$ cat config.mk
export PLATFORM = sky130hd
export DESIGN_NAME = mesi_line_ctrl
export DESIGN_NICKNAME = d
export VERILOG_FILES = /design/src/rtl/mesi_pkg.sv /design/src/rtl/mesi_tag_store.sv /design/src/rtl/mesi_data_store.sv /design/src/rtl/mesi_snoop_resp.sv /design/src/rtl/mesi_line_ctrl.sv
export SDC_FILE = /design/constraint.sdc
export NUM_CORES = 1
export LEC_CHECK = 0
export ABC_AREA = 1
export ABC_CLOCK_PERIOD_IN_PS = 2700
export BUFFER_PORTS_ARGS = -buffer_cell sky130_fd_sc_hd__buf_4
export CAP_MARGIN = 15
export CORE_MARGIN = 4
export CORE_UTILIZATION = 34
export CTS_CLUSTER_SIZE = 28
export DETAILED_ROUTE_END_ITERATION = 10
export PLACE_DENSITY_LB_ADDON = 0.12
export SETUP_SLACK_MARGIN = 0.1
export SLEW_MARGIN = 20
export SYNTH_ARGS = -nofsm -noshare
export SYNTH_HDL_FRONTEND = slang
export SYNTH_SLANG_ARGS = --single-unit
$ cat constraint.sdc
create_clock -name clk -period 2.7 [get_ports clk]
set_input_delay 0.27 -clock clk [delete_from_list [all_inputs] [get_ports clk]]
set_output_delay 0.27 -clock clk [all_outputs]
set_load 0.005 [all_outputs]
$ cat src/rtl/mesi_pkg.sv
`timescale 1ns/1ps
package mesi_pkg;
   typedef enum logic [1:0] {
      ST_I = 2'd0,
      ST_S = 2'd1,
      ST_E = 2'd2,
      ST_M = 2'd3
   } line_st_e;

   typedef enum logic [1:0] {
      BUS_RD_SH = 2'd0,
      BUS_RD_EX = 2'd1,
      BUS_UPGR  = 2'd2,
      BUS_WBACK = 2'd3
   } bus_cmd_e;

   typedef enum logic [1:0] {
      PF_IDLE  = 2'd0,
      PF_WBACK = 2'd1,
      PF_FILL  = 2'd2,
      PF_UPGR  = 2'd3
   } pfsm_e;
endpackage

$ cat src/rtl/mesi_tag_store.sv
`timescale 1ns/1ps
module mesi_tag_store
   import mesi_pkg::*;
#(
   parameter int LINES = 4,
   parameter int TAG_W = 9
) (
   input  logic                   clk,
   input  logic                   rst_n,
   input  logic                   pw_en,
   input  logic [$clog2(LINES)-1:0] pw_idx,
   input  logic                   pw_tag_en,
   input  logic [TAG_W-1:0]       pw_tag,
   input  line_st_e               pw_state,
   input  logic                   sw_en,
   input  logic [$clog2(LINES)-1:0] sw_idx,
   input  line_st_e               sw_state,
   output logic [LINES*TAG_W-1:0] tags_flat,
   output logic [2*LINES-1:0]     st_flat
);
   localparam int IDX_W = $clog2(LINES);

   for (genvar g = 0; g < LINES; g++) begin : g_line
      line_st_e         st_q;
      logic [TAG_W-1:0] tag_q;

      always_ff @(posedge clk or negedge rst_n) begin
         if (!rst_n) begin
            st_q  <= ST_I;
            tag_q <= '0;
         end else begin
            if (pw_en && pw_idx == IDX_W'(g)) begin
               st_q <= pw_state;
               if (pw_tag_en) tag_q <= pw_tag;
            end
            // snoop port wins on a collision
            if (sw_en && sw_idx == IDX_W'(g)) st_q <= sw_state;
         end
      end

      assign tags_flat[g*TAG_W +: TAG_W] = tag_q;
      assign st_flat[g*2 +: 2]           = st_q;
   end
endmodule

$ cat src/rtl/mesi_data_store.sv
`timescale 1ns/1ps
module mesi_data_store #(
   parameter int LINES  = 4,
   parameter int LINE_W = 32
) (
   input  logic                     clk,
   input  logic                     we,
   input  logic [$clog2(LINES)-1:0] widx,
   input  logic [LINE_W-1:0]        wline,
   input  logic [$clog2(LINES)-1:0] ridx_a,
   output logic [LINE_W-1:0]        rline_a,
   input  logic [$clog2(LINES)-1:0] ridx_b,
   output logic [LINE_W-1:0]        rline_b
);
   logic [LINE_W-1:0] mem_q [LINES];

   always_ff @(posedge clk) begin
      if (we) mem_q[widx] <= wline;
   end

   assign rline_a = mem_q[ridx_a];
   assign rline_b = mem_q[ridx_b];
endmodule

$ cat src/rtl/mesi_snoop_resp.sv
`timescale 1ns/1ps
module mesi_snoop_resp
   import mesi_pkg::*;
#(
   parameter int TAG_W = 9
) (
   input  logic             snp_valid,
   input  logic             snp_excl,
   input  logic [TAG_W-1:0] snp_tag,
   input  logic [TAG_W-1:0] line_tag,
   input  line_st_e         line_st,
   output logic             hit,
   output logic             shared_out,
   output logic             intervene,
   output logic             upd_en,
   output line_st_e         upd_state
);
   always_comb begin
      hit        = snp_valid && (line_st != ST_I) && (line_tag == snp_tag);
      shared_out = hit && !snp_excl;
      intervene  = hit && (line_st == ST_M);
      upd_en     = hit;
      upd_state  = snp_excl ? ST_I : ST_S;
   end
endmodule

$ cat src/rtl/mesi_line_ctrl.sv
`timescale 1ns/1ps
module mesi_line_ctrl
   import mesi_pkg::*;
#(
   parameter int ADDR_W = 12,
   parameter int DATA_W = 16,
   parameter int LINES  = 4,
   parameter int WORDS  = 2
) (
   input  logic                               clk,
   input  logic                               rst_n,
   input  logic                               cpu_req_valid,
   input  logic                               cpu_req_write,
   input  logic [ADDR_W-1:0]                  cpu_req_addr,
   input  logic [DATA_W-1:0]                  cpu_req_wdata,
   output logic                               cpu_req_ready,
   output logic                               cpu_resp_valid,
   output logic [DATA_W-1:0]                  cpu_resp_rdata,
   output logic                               bus_req_valid,
   output logic [1:0]                         bus_req_cmd,
   output logic [ADDR_W-$clog2(WORDS)-1:0]    bus_req_blk,
   output logic [DATA_W*WORDS-1:0]            bus_req_line,
   input  logic                               bus_gnt,
   input  logic [DATA_W*WORDS-1:0]            bus_fill_line,
   input  logic                               bus_shared_in,
   input  logic                               snp_valid,
   input  logic                               snp_excl,
   input  logic [ADDR_W-$clog2(WORDS)-1:0]    snp_blk,
   output logic                               snp_shared_out,
   output logic                               snp_intervene,
   output logic [DATA_W*WORDS-1:0]            snp_line
);
   localparam int IDX_W  = $clog2(LINES);
   localparam int OFF_W  = $clog2(WORDS);
   localparam int TAG_W  = ADDR_W - IDX_W - OFF_W;
   localparam int BLK_W  = ADDR_W - OFF_W;
   localparam int LINE_W = DATA_W * WORDS;

   if (LINES < 2 || (1 << IDX_W) != LINES) begin : g_bad_lines
      $error("LINES must be a power of two of at least 2");
   end
   if (WORDS < 2 || (1 << OFF_W) != WORDS) begin : g_bad_words
      $error("WORDS must be a power of two of at least 2");
   end
   if (TAG_W < 1) begin : g_bad_addr
      $error("ADDR_W too small for LINES and WORDS");
   end
   if (DATA_W < 1) begin : g_bad_data
      $error("DATA_W must be positive");
   end

   // ---------------- request latch and fields ----------------
   pfsm_e              fsm_q, fsm_d;
   logic [ADDR_W-1:0]  rq_addr_q;
   logic               rq_wr_q;
   logic [DATA_W-1:0]  rq_wdata_q;

   logic [IDX_W-1:0]   in_idx, rq_idx, look_idx, s_idx;
   logic [TAG_W-1:0]   in_tag, rq_tag, s_tag;
   logic [OFF_W-1:0]   in_off, rq_off;
   logic [BLK_W-1:0]   rq_blk;

   assign in_idx = cpu_req_addr[OFF_W +: IDX_W];
   assign in_tag = cpu_req_addr[ADDR_W-1 -: TAG_W];
   assign in_off = cpu_req_addr[OFF_W-1:0];
   assign rq_idx = rq_addr_q[OFF_W +: IDX_W];
   assign rq_tag = rq_addr_q[ADDR_W-1 -: TAG_W];
   assign rq_off = rq_addr_q[OFF_W-1:0];
   assign rq_blk = rq_addr_q[ADDR_W-1:OFF_W];
   assign s_idx  = snp_blk[IDX_W-1:0];
   assign s_tag  = snp_blk[BLK_W-1 -: TAG_W];

   assign look_idx = (fsm_q == PF_IDLE) ? in_idx : rq_idx;

   // ---------------- storage ----------------
   logic [LINES*TAG_W-1:0] tags_flat;
   logic [2*LINES-1:0]     st_flat;
   logic                   pw_en, pw_tag_en;
   line_st_e               pw_state;
   logic                   sw_en;
   line_st_e               sw_state;
   logic                   dw_en;
   logic [LINE_W-1:0]      dw_line;
   logic [LINE_W-1:0]      cur_line, s_line_data;

   mesi_tag_store #(.LINES(LINES), .TAG_W(TAG_W)) u_tags (
      .clk       (clk),
      .rst_n     (rst_n),
      .pw_en     (pw_en),
      .pw_idx    (look_idx),
      .pw_tag_en (pw_tag_en),
      .pw_tag    (rq_tag),
      .pw_state  (pw_state),
      .sw_en     (sw_en),
      .sw_idx    (s_idx),
      .sw_state  (sw_state),
      .tags_flat (tags_flat),
      .st_flat   (st_flat)
   );

   mesi_data_store #(.LINES(LINES), .LINE_W(LINE_W)) u_data (
      .clk     (clk),
      .we      (dw_en),
      .widx    (look_idx),
      .wline   (dw_line),
      .ridx_a  (look_idx),
      .rline_a (cur_line),
      .ridx_b  (s_idx),
      .rline_b (s_line_data)
   );

   logic [TAG_W-1:0] cur_tag, s_line_tag;
   line_st_e         cur_st, s_line_st;

   assign cur_tag    = tags_flat[look_idx*TAG_W +: TAG_W];
   assign cur_st     = line_st_e'(st_flat[look_idx*2 +: 2]);
   assign s_line_tag = tags_flat[s_idx*TAG_W +: TAG_W];
   assign s_line_st  = line_st_e'(st_flat[s_idx*2 +: 2]);

   // ---------------- snoop response ----------------
   logic s_hit;

   mesi_snoop_resp #(.TAG_W(TAG_W)) u_snoop (
      .snp_valid  (snp_valid),
      .snp_excl   (snp_excl),
      .snp_tag    (s_tag),
      .line_tag   (s_line_tag),
      .line_st    (s_line_st),
      .hit        (s_hit),
      .shared_out (snp_shared_out),
      .intervene  (snp_intervene),
      .upd_en     (sw_en),
      .upd_state  (sw_state)
   );

   assign snp_line = (s_hit && snp_intervene) ? s_line_data : '0;

   // ---------------- word merge ----------------
   logic [LINE_W-1:0] mrg_base, merged;
   logic [OFF_W-1:0]  mrg_off;
   logic [DATA_W-1:0] mrg_data;

   assign mrg_base = (fsm_q == PF_FILL) ? bus_fill_line : cur_line;
   assign mrg_off  = (fsm_q == PF_IDLE) ? in_off : rq_off;
   assign mrg_data = (fsm_q == PF_IDLE) ? cpu_req_wdata : rq_wdata_q;

   for (genvar w = 0; w < WORDS; w++) begin : g_merge
      assign merged[w*DATA_W +: DATA_W] =
         (mrg_off == OFF_W'(w)) ? mrg_data : mrg_base[w*DATA_W +: DATA_W];
   end

   // ---------------- control ----------------
   logic              take, resp_set, in_hit, up_ok;
   logic [DATA_W-1:0] resp_word;

   assign cpu_req_ready = (fsm_q == PF_IDLE) && !snp_valid;
   assign in_hit        = (cur_st != ST_I) && (cur_tag == in_tag);
   assign up_ok         = (cur_st == ST_S) && (cur_tag == rq_tag);

   always_comb begin
      fsm_d         = fsm_q;
      take          = 1'b0;
      pw_en         = 1'b0;
      pw_tag_en     = 1'b0;
      pw_state      = ST_I;
      dw_en         = 1'b0;
      dw_line       = merged;
      resp_set      = 1'b0;
      resp_word     = '0;
      bus_req_valid = 1'b0;
      bus_req_cmd   = BUS_RD_SH;
      bus_req_blk   = rq_blk;
      bus_req_line  = '0;
      unique case (fsm_q)
         PF_IDLE: begin
            if (cpu_req_valid && cpu_req_ready) begin
               take = 1'b1;
               if (in_hit) begin
                  if (!cpu_req_write) begin
                     resp_set  = 1'b1;
                     resp_word = cur_line[in_off*DATA_W +: DATA_W];
                  end else if (cur_st == ST_S) begin
                     fsm_d = PF_UPGR;
                  end else begin
                     pw_en     = 1'b1;
                     pw_state  = ST_M;
                     dw_en     = 1'b1;
                     resp_set  = 1'b1;
                     resp_word = cpu_req_wdata;
                  end
               end else if (cur_st == ST_M) begin
                  fsm_d = PF_WBACK;
               end else begin
                  fsm_d = PF_FILL;
               end
            end
         end
         PF_WBACK: begin
            if (cur_st == ST_M) begin
               bus_req_valid = 1'b1;
               bus_req_cmd   = BUS_WBACK;
               bus_req_blk   = {cur_tag, rq_idx};
               bus_req_line  = cur_line;
               if (bus_gnt) begin
                  pw_en    = 1'b1;
                  pw_state = ST_I;
                  fsm_d    = PF_FILL;
               end
            end else begin
               // victim already surrendered to a snoop
               fsm_d = PF_FILL;
            end
         end
         PF_FILL: begin
            bus_req_valid = 1'b1;
            bus_req_cmd   = rq_wr_q ? BUS_RD_EX : BUS_RD_SH;
            if (bus_gnt) begin
               pw_en     = 1'b1;
               pw_tag_en = 1'b1;
               pw_state  = rq_wr_q ? ST_M : (bus_shared_in ? ST_S : ST_E);
               dw_en     = 1'b1;
               dw_line   = rq_wr_q ? merged : bus_fill_line;
               resp_set  = 1'b1;
               resp_word = rq_wr_q ? rq_wdata_q : bus_fill_line[rq_off*DATA_W +: DATA_W];
               fsm_d     = PF_IDLE;
            end
         end
         PF_UPGR: begin
            if (up_ok) begin
               bus_req_valid = 1'b1;
               bus_req_cmd   = BUS_UPGR;
               if (bus_gnt) begin
                  pw_en     = 1'b1;
                  pw_state  = ST_M;
                  dw_en     = 1'b1;
                  resp_set  = 1'b1;
                  resp_word = rq_wdata_q;
                  fsm_d     = PF_IDLE;
               end
            end else begin
               // copy lost to a snooped intent-to-write: fetch it exclusively
               fsm_d = PF_FILL;
            end
         end
         default: fsm_d = PF_IDLE;
      endcase
   end

   always_ff @(posedge clk or negedge rst_n) begin
      if (!rst_n) begin
         fsm_q          <= PF_IDLE;
         rq_addr_q      <= '0;
         rq_wr_q        <= 1'b0;
         rq_wdata_q     <= '0;
         cpu_resp_valid <= 1'b0;
         cpu_resp_rdata <= '0;
      end else begin
         fsm_q          <= fsm_d;
         cpu_resp_valid <= resp_set;
         if (resp_set) cpu_resp_rdata <= resp_word;
         if (take) begin
            rq_addr_q  <= cpu_req_addr;
            rq_wr_q    <= cpu_req_write;
            rq_wdata_q <= cpu_req_wdata;
         end
      end
   end
endmodule

# ---- Yosys cells after proc, flatten, opt, wreduce, memory -nomap -nowiden
# Memories as Yosys holds them, arrays and structs flattened.
# Index checks and enable logic that the tools add are counted.
dict set report word_totals {
  regBits 92
  mem_bits_rw 128
  in_bits 79
  out_inout_bits 98
  mem_count 1
}
# memory words word_bits read_ports rd_clocked_by_memory_dff write_ports line_no
set mem_list {}
lappend mem_list {u_data.mem_q 4 32 2 0 1 mesi_data_store.sv:15} ;# logic [LINE_W-1:0] mem_q [LINES];
dict set report op_classes {
  multipliers 2
  eq_ne 19
  shift 6
  mux 77
  reduce_logical 33
}
# operator n
set ops {}
lappend ops {{32-bit 2-to-1 mux} 7}
lappend ops {{16-bit 2-to-1 mux} 11}
lappend ops {{36-bit by 7-bit indexed part select with 9-bit output} 2}
lappend ops {{32-bit by 6-bit indexed part select with 16-bit output} 2}
lappend ops {{2-bit 2-to-1 mux} 29}
lappend ops {{16-bit case mux with 3 select lines} 1}
lappend ops {{9-bit equality test} 3}
lappend ops {{11-bit 2-to-1 mux} 2}
lappend ops {{1-bit 2-to-1 mux} 20}
lappend ops {{1-bit logical AND} 17}
lappend ops {{2-bit equality test, second input constant} 8}
lappend ops {{2-bit case mux with 4 select lines} 2}
lappend ops {{8-bit by 4-bit indexed part select with 2-bit output} 2}
lappend ops {{2-bit by 4-bit multiplier with 6-bit output, second input constant} 2}
lappend ops {{2-bit nonzero test} 6}
lappend ops {{1-bit case mux with 3 select lines} 3}
lappend ops {{2-bit by 1-bit equality test with 1-bit output, second input constant} 4}
lappend ops {{2-bit AND reduction} 4}
lappend ops {{2-bit zero test} 3}
lappend ops {{3-bit != test, second input constant} 2}
lappend ops {{2-bit case mux with 3 select lines} 1}
lappend ops {{1-bit case mux with 4 select lines} 1}
lappend ops {{4-bit AND reduction} 1}
lappend ops {{3-bit by 2-bit != test with 1-bit output, second input constant} 1}
lappend ops {{2 further kinds} 3}

# ---- Depth between registers and ports, before layout
dict set report logic_depth {
  word_depth 12
  depth_mapped 20
}

# ---- By module
# From an unflattened synthesis, not the netlist that was laid out.
dict set report hier_totals {
  cells_unflattened 2145
  hier_area_um2 15223.4
}
# mod instances cells_each area_per_inst_um2 seq_area_each_um2
set by_module_without_submodules {}
lappend by_module_without_submodules {mesi_data_store 1 755 6520.0 3843.7}
lappend by_module_without_submodules {mesi_line_ctrl 1 1124 6497.5 1201.2}
lappend by_module_without_submodules {mesi_tag_store 1 205 1946.9 1101.1}
lappend by_module_without_submodules {mesi_snoop_resp 1 61 259.0 0.0}

# ---- Worst setup path before layout
# Ideal clock, no wire load.
dict set report synth_path {
  path_kind {reg2reg}
  from {register fsm_q[1]}
  to {memory u_data.mem_q[0][0] (enable)}
  setup_time_ns 0.387
  arrival_time_ns 2.569
  path_slack_ns -0.256
  stages_incl_launch_ff 16
  n_path_buf 2
  period_less_slack_ns 2.956
  cell_sequence {dfrtp_1 -> nor2_4 -> buf_6 -> nand2_2 -> nand2_2 -> buf_4 -> nand2_1 -> nand2_1 -> nand2_1 -> nand2_1 -> nand3_1 -> nor2_2 -> nand4_4 -> nand3_2 -> nand2_1 -> inv_1}
}
dict set report synth_between {
  elab_chain_cells 11
  elab_cells_between_ends 23
}
# element line_no
set synth_rtl {}
lappend synth_rtl {{from (decl)} mesi_line_ctrl.sv:53} ;# pfsm_e fsm_q, fsm_d;
lappend synth_rtl {{from (signal assigned)} mesi_line_ctrl.sv:258} ;# fsm_q <= fsm_d;
lappend synth_rtl {{2-bit zero test} {mesi_line_ctrl.sv:73, mesi_line_ctrl.sv:156, mesi_line_ctrl.sv:174}}
lappend synth_rtl {{2-bit 2-to-1 mux} mesi_line_ctrl.sv:73} ;# assign look_idx = (fsm_q == PF_IDLE) ? in_idx : rq_idx;
lappend synth_rtl {{2-bit by 4-bit multiplier with 6-bit output / 8-bit by 4-bit indexed part select with 2-bit output (equally long branches)} {mesi_line_ctrl.sv:115, mesi_line_ctrl.sv:116}}
lappend synth_rtl {{36-bit by 7-bit indexed part select with 9-bit output / 2-bit by 1-bit equality test with 1-bit output (equally long branches)} {mesi_line_ctrl.sv:115, mesi_line_ctrl.sv:158, mesi_line_ctrl.sv:182}}
lappend synth_rtl {{9-bit equality test / 1-bit 2-to-1 mux (equally long branches)} {mesi_line_ctrl.sv:157, mesi_line_ctrl.sv:182}}
lappend synth_rtl {{1-bit logical AND / 1-bit 2-to-1 mux (equally long branches)} {mesi_line_ctrl.sv:157, mesi_line_ctrl.sv:179}}
lappend synth_rtl {{1-bit 2-to-1 mux} mesi_line_ctrl.sv:178} ;# if (in_hit) begin
lappend synth_rtl {{1-bit 2-to-1 mux} mesi_line_ctrl.sv:176} ;# if (cpu_req_valid && cpu_req_ready) begin
lappend synth_rtl {{1-bit case mux with 3 select lines} mesi_line_ctrl.sv:174} ;# unique case (fsm_q)
lappend synth_rtl {{1-bit 2-to-1 mux} mesi_data_store.sv:18} ;# if (we) mem_q[widx] <= wline;
lappend synth_rtl {{1-bit 2-to-1 mux (not written as such)} mesi_data_store.sv:18}
lappend synth_rtl {{to (decl)} mesi_data_store.sv:15}
# Several ways; a longest one is shown, not always the timed one.

# ---- Final worst setup path
dict set report layout_path {
  from {register fsm_q[1]}
  to {output port bus_req_valid}
}
dict set report layout_between {
  elab_chain_cells 8
  elab_cells_between_ends 15
}
# element line_no
set layout_rtl {}
lappend layout_rtl {{2-bit zero test} mesi_line_ctrl.sv:73}
lappend layout_rtl {{2-bit 2-to-1 mux} mesi_line_ctrl.sv:73}
lappend layout_rtl {{2-bit by 4-bit multiplier with 6-bit output} mesi_line_ctrl.sv:115} ;# assign cur_tag = tags_flat[look_idx*TAG_W +: TAG_W];
lappend layout_rtl {{36-bit by 7-bit indexed part select with 9-bit output} mesi_line_ctrl.sv:115}
lappend layout_rtl {{9-bit equality test} mesi_line_ctrl.sv:158} ;# assign up_ok = (cur_st == ST_S) && (cur_tag == rq_tag);
lappend layout_rtl {{1-bit logical AND} mesi_line_ctrl.sv:158}
lappend layout_rtl {{1-bit 2-to-1 mux} mesi_line_ctrl.sv:229} ;# if (up_ok) begin
lappend layout_rtl {{1-bit case mux with 3 select lines *} mesi_line_ctrl.sv:174}
lappend layout_rtl {{to (decl)} mesi_line_ctrl.sv:19} ;# output logic bus_req_valid,
# Every way passes the cells marked *; elsewhere a longest branch is shown, timed or not.

==> metrics.csv <==
stage,metric,value,unit
yosys,synth_common_cells,"nand2_1 (394), inv_1 (193), o21ai_0 (182)",
run_status,status,"complete, but fails checks",
global_routing,grt_overflow_total,0,
clocking,h-tree-depth,1,
global_routing,grt_pass1_wl,86430,um
sta,relSlewSlack,39.25,%
setup_path,critPathCapture,bus_req_valid,
sta,tightest_slew,0.9017,ns
final_layout,antennaDiodeCount,0,
clocking,cts_tree,yes,
power_and_ir_drop,p_leak,9.088,nW
yosys,synthTopCellsByArea,"edfxtp_1 (30%), dfrtp_1 (18%), nand2_1 (11%), o21ai_0 (7.1%), inv_1 (5.6%)",
placed_design,portBuffers,176,
sta,finalCritPeriodShare,111.8,%
power_and_ir_drop,power_density,1091,mW/mm^2
setup_path,cp_data_arrival_time,2.75,ns
placed_design,globalplace.congestion,0.9479,
sta,hold_slack,0.02415,ns
final_layout,final_nets,2140,
setup_path,crit_required,2.43,ns
final_layout,areaGrowthSynthToFinish,60.08,%
yosys,synthArstFlopShare,41.82,%
global_routing,antenna_found_initial,0,
clocking,clockBufferDepth,3,
clocking,cts_buffers,27,
sta,hold_violations,0,
route,wirelength,60160,um
clocking,insertion_delay,0.56,ns
yosys,ys_seq_area_share,47.66,%
route,postRouteAntennaNets,0,
clocking,path_clk_slew,0.06,ns
setup_path,cp-start-kind,flip-flop,
route,drt_iter0_drc,1335,
yosys,yosysTopAreaCell,edfxtp_1,
die,fp.dieH,202.8,um
final_layout,fin_area,0.02064,sq mm
die,core-area,0.03758,sq mm
setup_path,rrSetupSlack,-0.29,ns
global_routing,grtUsageTotal,27.50,%
yosys,synth.avg_cell_area,7.873,sq um
sta,max_freq,331.4,MHz
die,start_util,34.32,%
die,die_w,202.8,um
placed_design,hpwl,39020,um
die,dieArea,0.04111,sq mm
placed_design,dpl-instance-area,0.01617,sq mm
setup_path,r2r-end,u_data.mem_q[0][13],
clocking,clkSinkCount,220,
sta,skew,0.02097,ns
yosys,synth_most_common_cell,nand2_1,
hold_path,hold_class,input port to flip-flop,
sta,slew_violations,0,
power_and_ir_drop,max-vdd-ir-drop,598.5,uV
setup_path,timing_worst_setup_path_type,flip-flop to output pin,
setup_path,r2r_start,fsm_q[1],
yosys,syn_inst,1638,
die,rows,71,
yosys,syn_area,0.01290,sq mm
global_routing,grt_pass1_vias,13612,
route,routed_via_density,5.509,
route,drcViolationCount,0,
yosys,synth-edff-count,128,
route,via_count,14269,
yosys,synth.yosys.warnings,0,
route,firstDrtPassIters,5,
sta,setup_violations,233,
yosys,synth.distinct_cells,41,
sta,fin_crit,3.018,ns
clocking,cts_root_buf,clkbuf_16,
setup_path,cp-end-kind,output pin,
run,maxCapViolations,0,
setup_path,rr_worst_depth,22,
yosys,ys.flop_type,edfxtp_1,
placed_design,placed_cells,2409,
run_status,violations,negative setup slack,
final_layout,layout-drive-gt1-share,40.21,%
placed_design,dp_slack,-0.2809,ns
yosys,syn-num-nets,1717,
sta,fin_ws,-0.3176,ns
final_layout,fillers,3337,
final_layout,fin_cells,2590,
global_routing,grt_max_degree,65,
sta,rsz0062_at_grt,true,
die,pin_count,177,
setup_path,startpoint,fsm_q[1],
yosys,yosys.area.top_type_share,29.80,%
route,wl_per_cell,23.23,um
final_layout,fin_util,54.94,%
yosys,ys_seq_elements,220,
setup_path,critPathMaxFanout,3,
-- metal layers --
| layer | up-vias | GRT usage, % | wire [um] |
|---|---|---|---|
| met2 | 696 | 43.95 | 27250 |
| met1 | 6935 | 38.65 | 25490 |
| met3 | 121 | 4.855 | 5361 |
| li1 | 6517 | - | - |
| met4 | 0 | 7.662 | 2056 |
| met5 | - | 0 | 0 |
-- state kept, by name (all words and copies together), names as in the netlist --
signal	cells
rq_wdata_q	16
rq_wr_q	1
cpu_resp_valid	1
u_tags.g_line.tag_q	36
u_data.mem_q	128
cpu_resp_rdata	16
u_tags.g_line.st_q	8
fsm_q	2
rq_addr_q	12
-- through the flow --
step                power, mW  TNS (ns)
CTS                     20.99    -42.06
floorplan               10.46         0
finish                  22.53    -50.83
global placement        15.47    -9.277
global route            23.65    -83.36
detailed placement      15.52    -13.34
-- worst min-delay path by stage --
| stage | endpoint | depth (start not counted) | startpoint |
|---|---|---|---|
| floorplan | cpu_resp_rdata[0] | 0 | rst_n |
| global placement | u_tags.g_line[3].st_q[0] | 1 | rst_n |
| detailed placement | u_tags.g_line[3].st_q[0] | 1 | rst_n |
| CTS | rq_addr_q[9] | 3 | cpu_req_addr[9] |
| global route | rq_addr_q[9] | 3 | cpu_req_addr[9] |
| finish | rq_wdata_q[15] | 3 | cpu_req_wdata[15] |
-- where the power goes --
group | total [mW] | internal, mW | switching, mW
sequential | 5.78 | 5.02 | 0.760
combinational | 13.4 | 5.75 | 7.63
clock | 3.37 | 1.87 | 1.50
total | 22.5 | 12.6 | 9.89
-- area by class of cell --
| class | count | area, sq um | share of cell area (%) |
|---|---|---|---|
| multi-input combinational | 1113 | 7370 | 35.70 |
| sequential | 220 | 6146 | 29.77 |
| timing repair buffer | 499 | 4916 | 23.81 |
| inverter | 200 | 778.2 | 3.770 |
| clock buffer | 36 | 719.4 | 3.485 |
| tap | 511 | 639.4 | 3.097 |
| clock inverter | 11 | 75.07 | 0.3637 |
-- cell usage in the layout (no fill, tap or decap), types with 17 or more instances in the layout --
cell type,netlist,final
a21oi_1,37,24
a22oi_1,46,18
a22oi_2,0,28
buf_12,0,30
buf_4,6,346
buf_6,2,79
clkbuf_16,0,38
dfrtp_1,92,92
edfxtp_1,128,128
inv_1,193,184
nand2_1,394,332
nand2_2,7,43
nand2_4,3,25
nand3_1,110,85
nand3_2,1,23
nor2_1,110,67
nor2_4,2,38
nor3_4,0,28
o211ai_1,17,17
o21ai_0,182,143
o21ai_2,0,25
o221ai_1,49,18
o221ai_2,0,25
o22ai_1,58,58
-- kinds of logic (layout without fill, tap and decap cells) --
kind of cell / Yosys count / count (layout) / share of synthesized area (%)
flops: 220 / 220 / 47.66
compound gates: 415 / 415 / 19.71
buf+inv: 305 / 746 / 9.363
xor+xnor: 7 / 7 / 0.4754
simple gates: 691 / 691 / 22.80
-- repair_timing --
item / CTS / global route
endpoints found under the setup margin: 351 / 347
setup buffers: 69 / 26
hold endpoints to repair: 51 / 0
pin swaps: 50 / 71
hold buffers: 15 / 0
cloned: 14 / 15
gates resized for setup: 337 / 193
-- critical path, cell delays in order, from the launching register on --
cell	delay (ns)
dfrtp_1	0.42
inv_2	0.10
nand2_4	0.07
buf_6	0.14
nand2_4	0.06
nand2_4	0.08
buf_12	0.13
buf_8	0.12
buf_6	0.12
nand2_4	0.08
nand2_4	0.06
nand2_4	0.06
nand2_2	0.06
nor2_2	0.10
nand2_1	0.06
nor2_2	0.13
buf_4	0.14
nand3_4	0.09
nand3_2	0.09
buf_6	0.10
No activity file was read; power rests on OpenSTA's default activity.
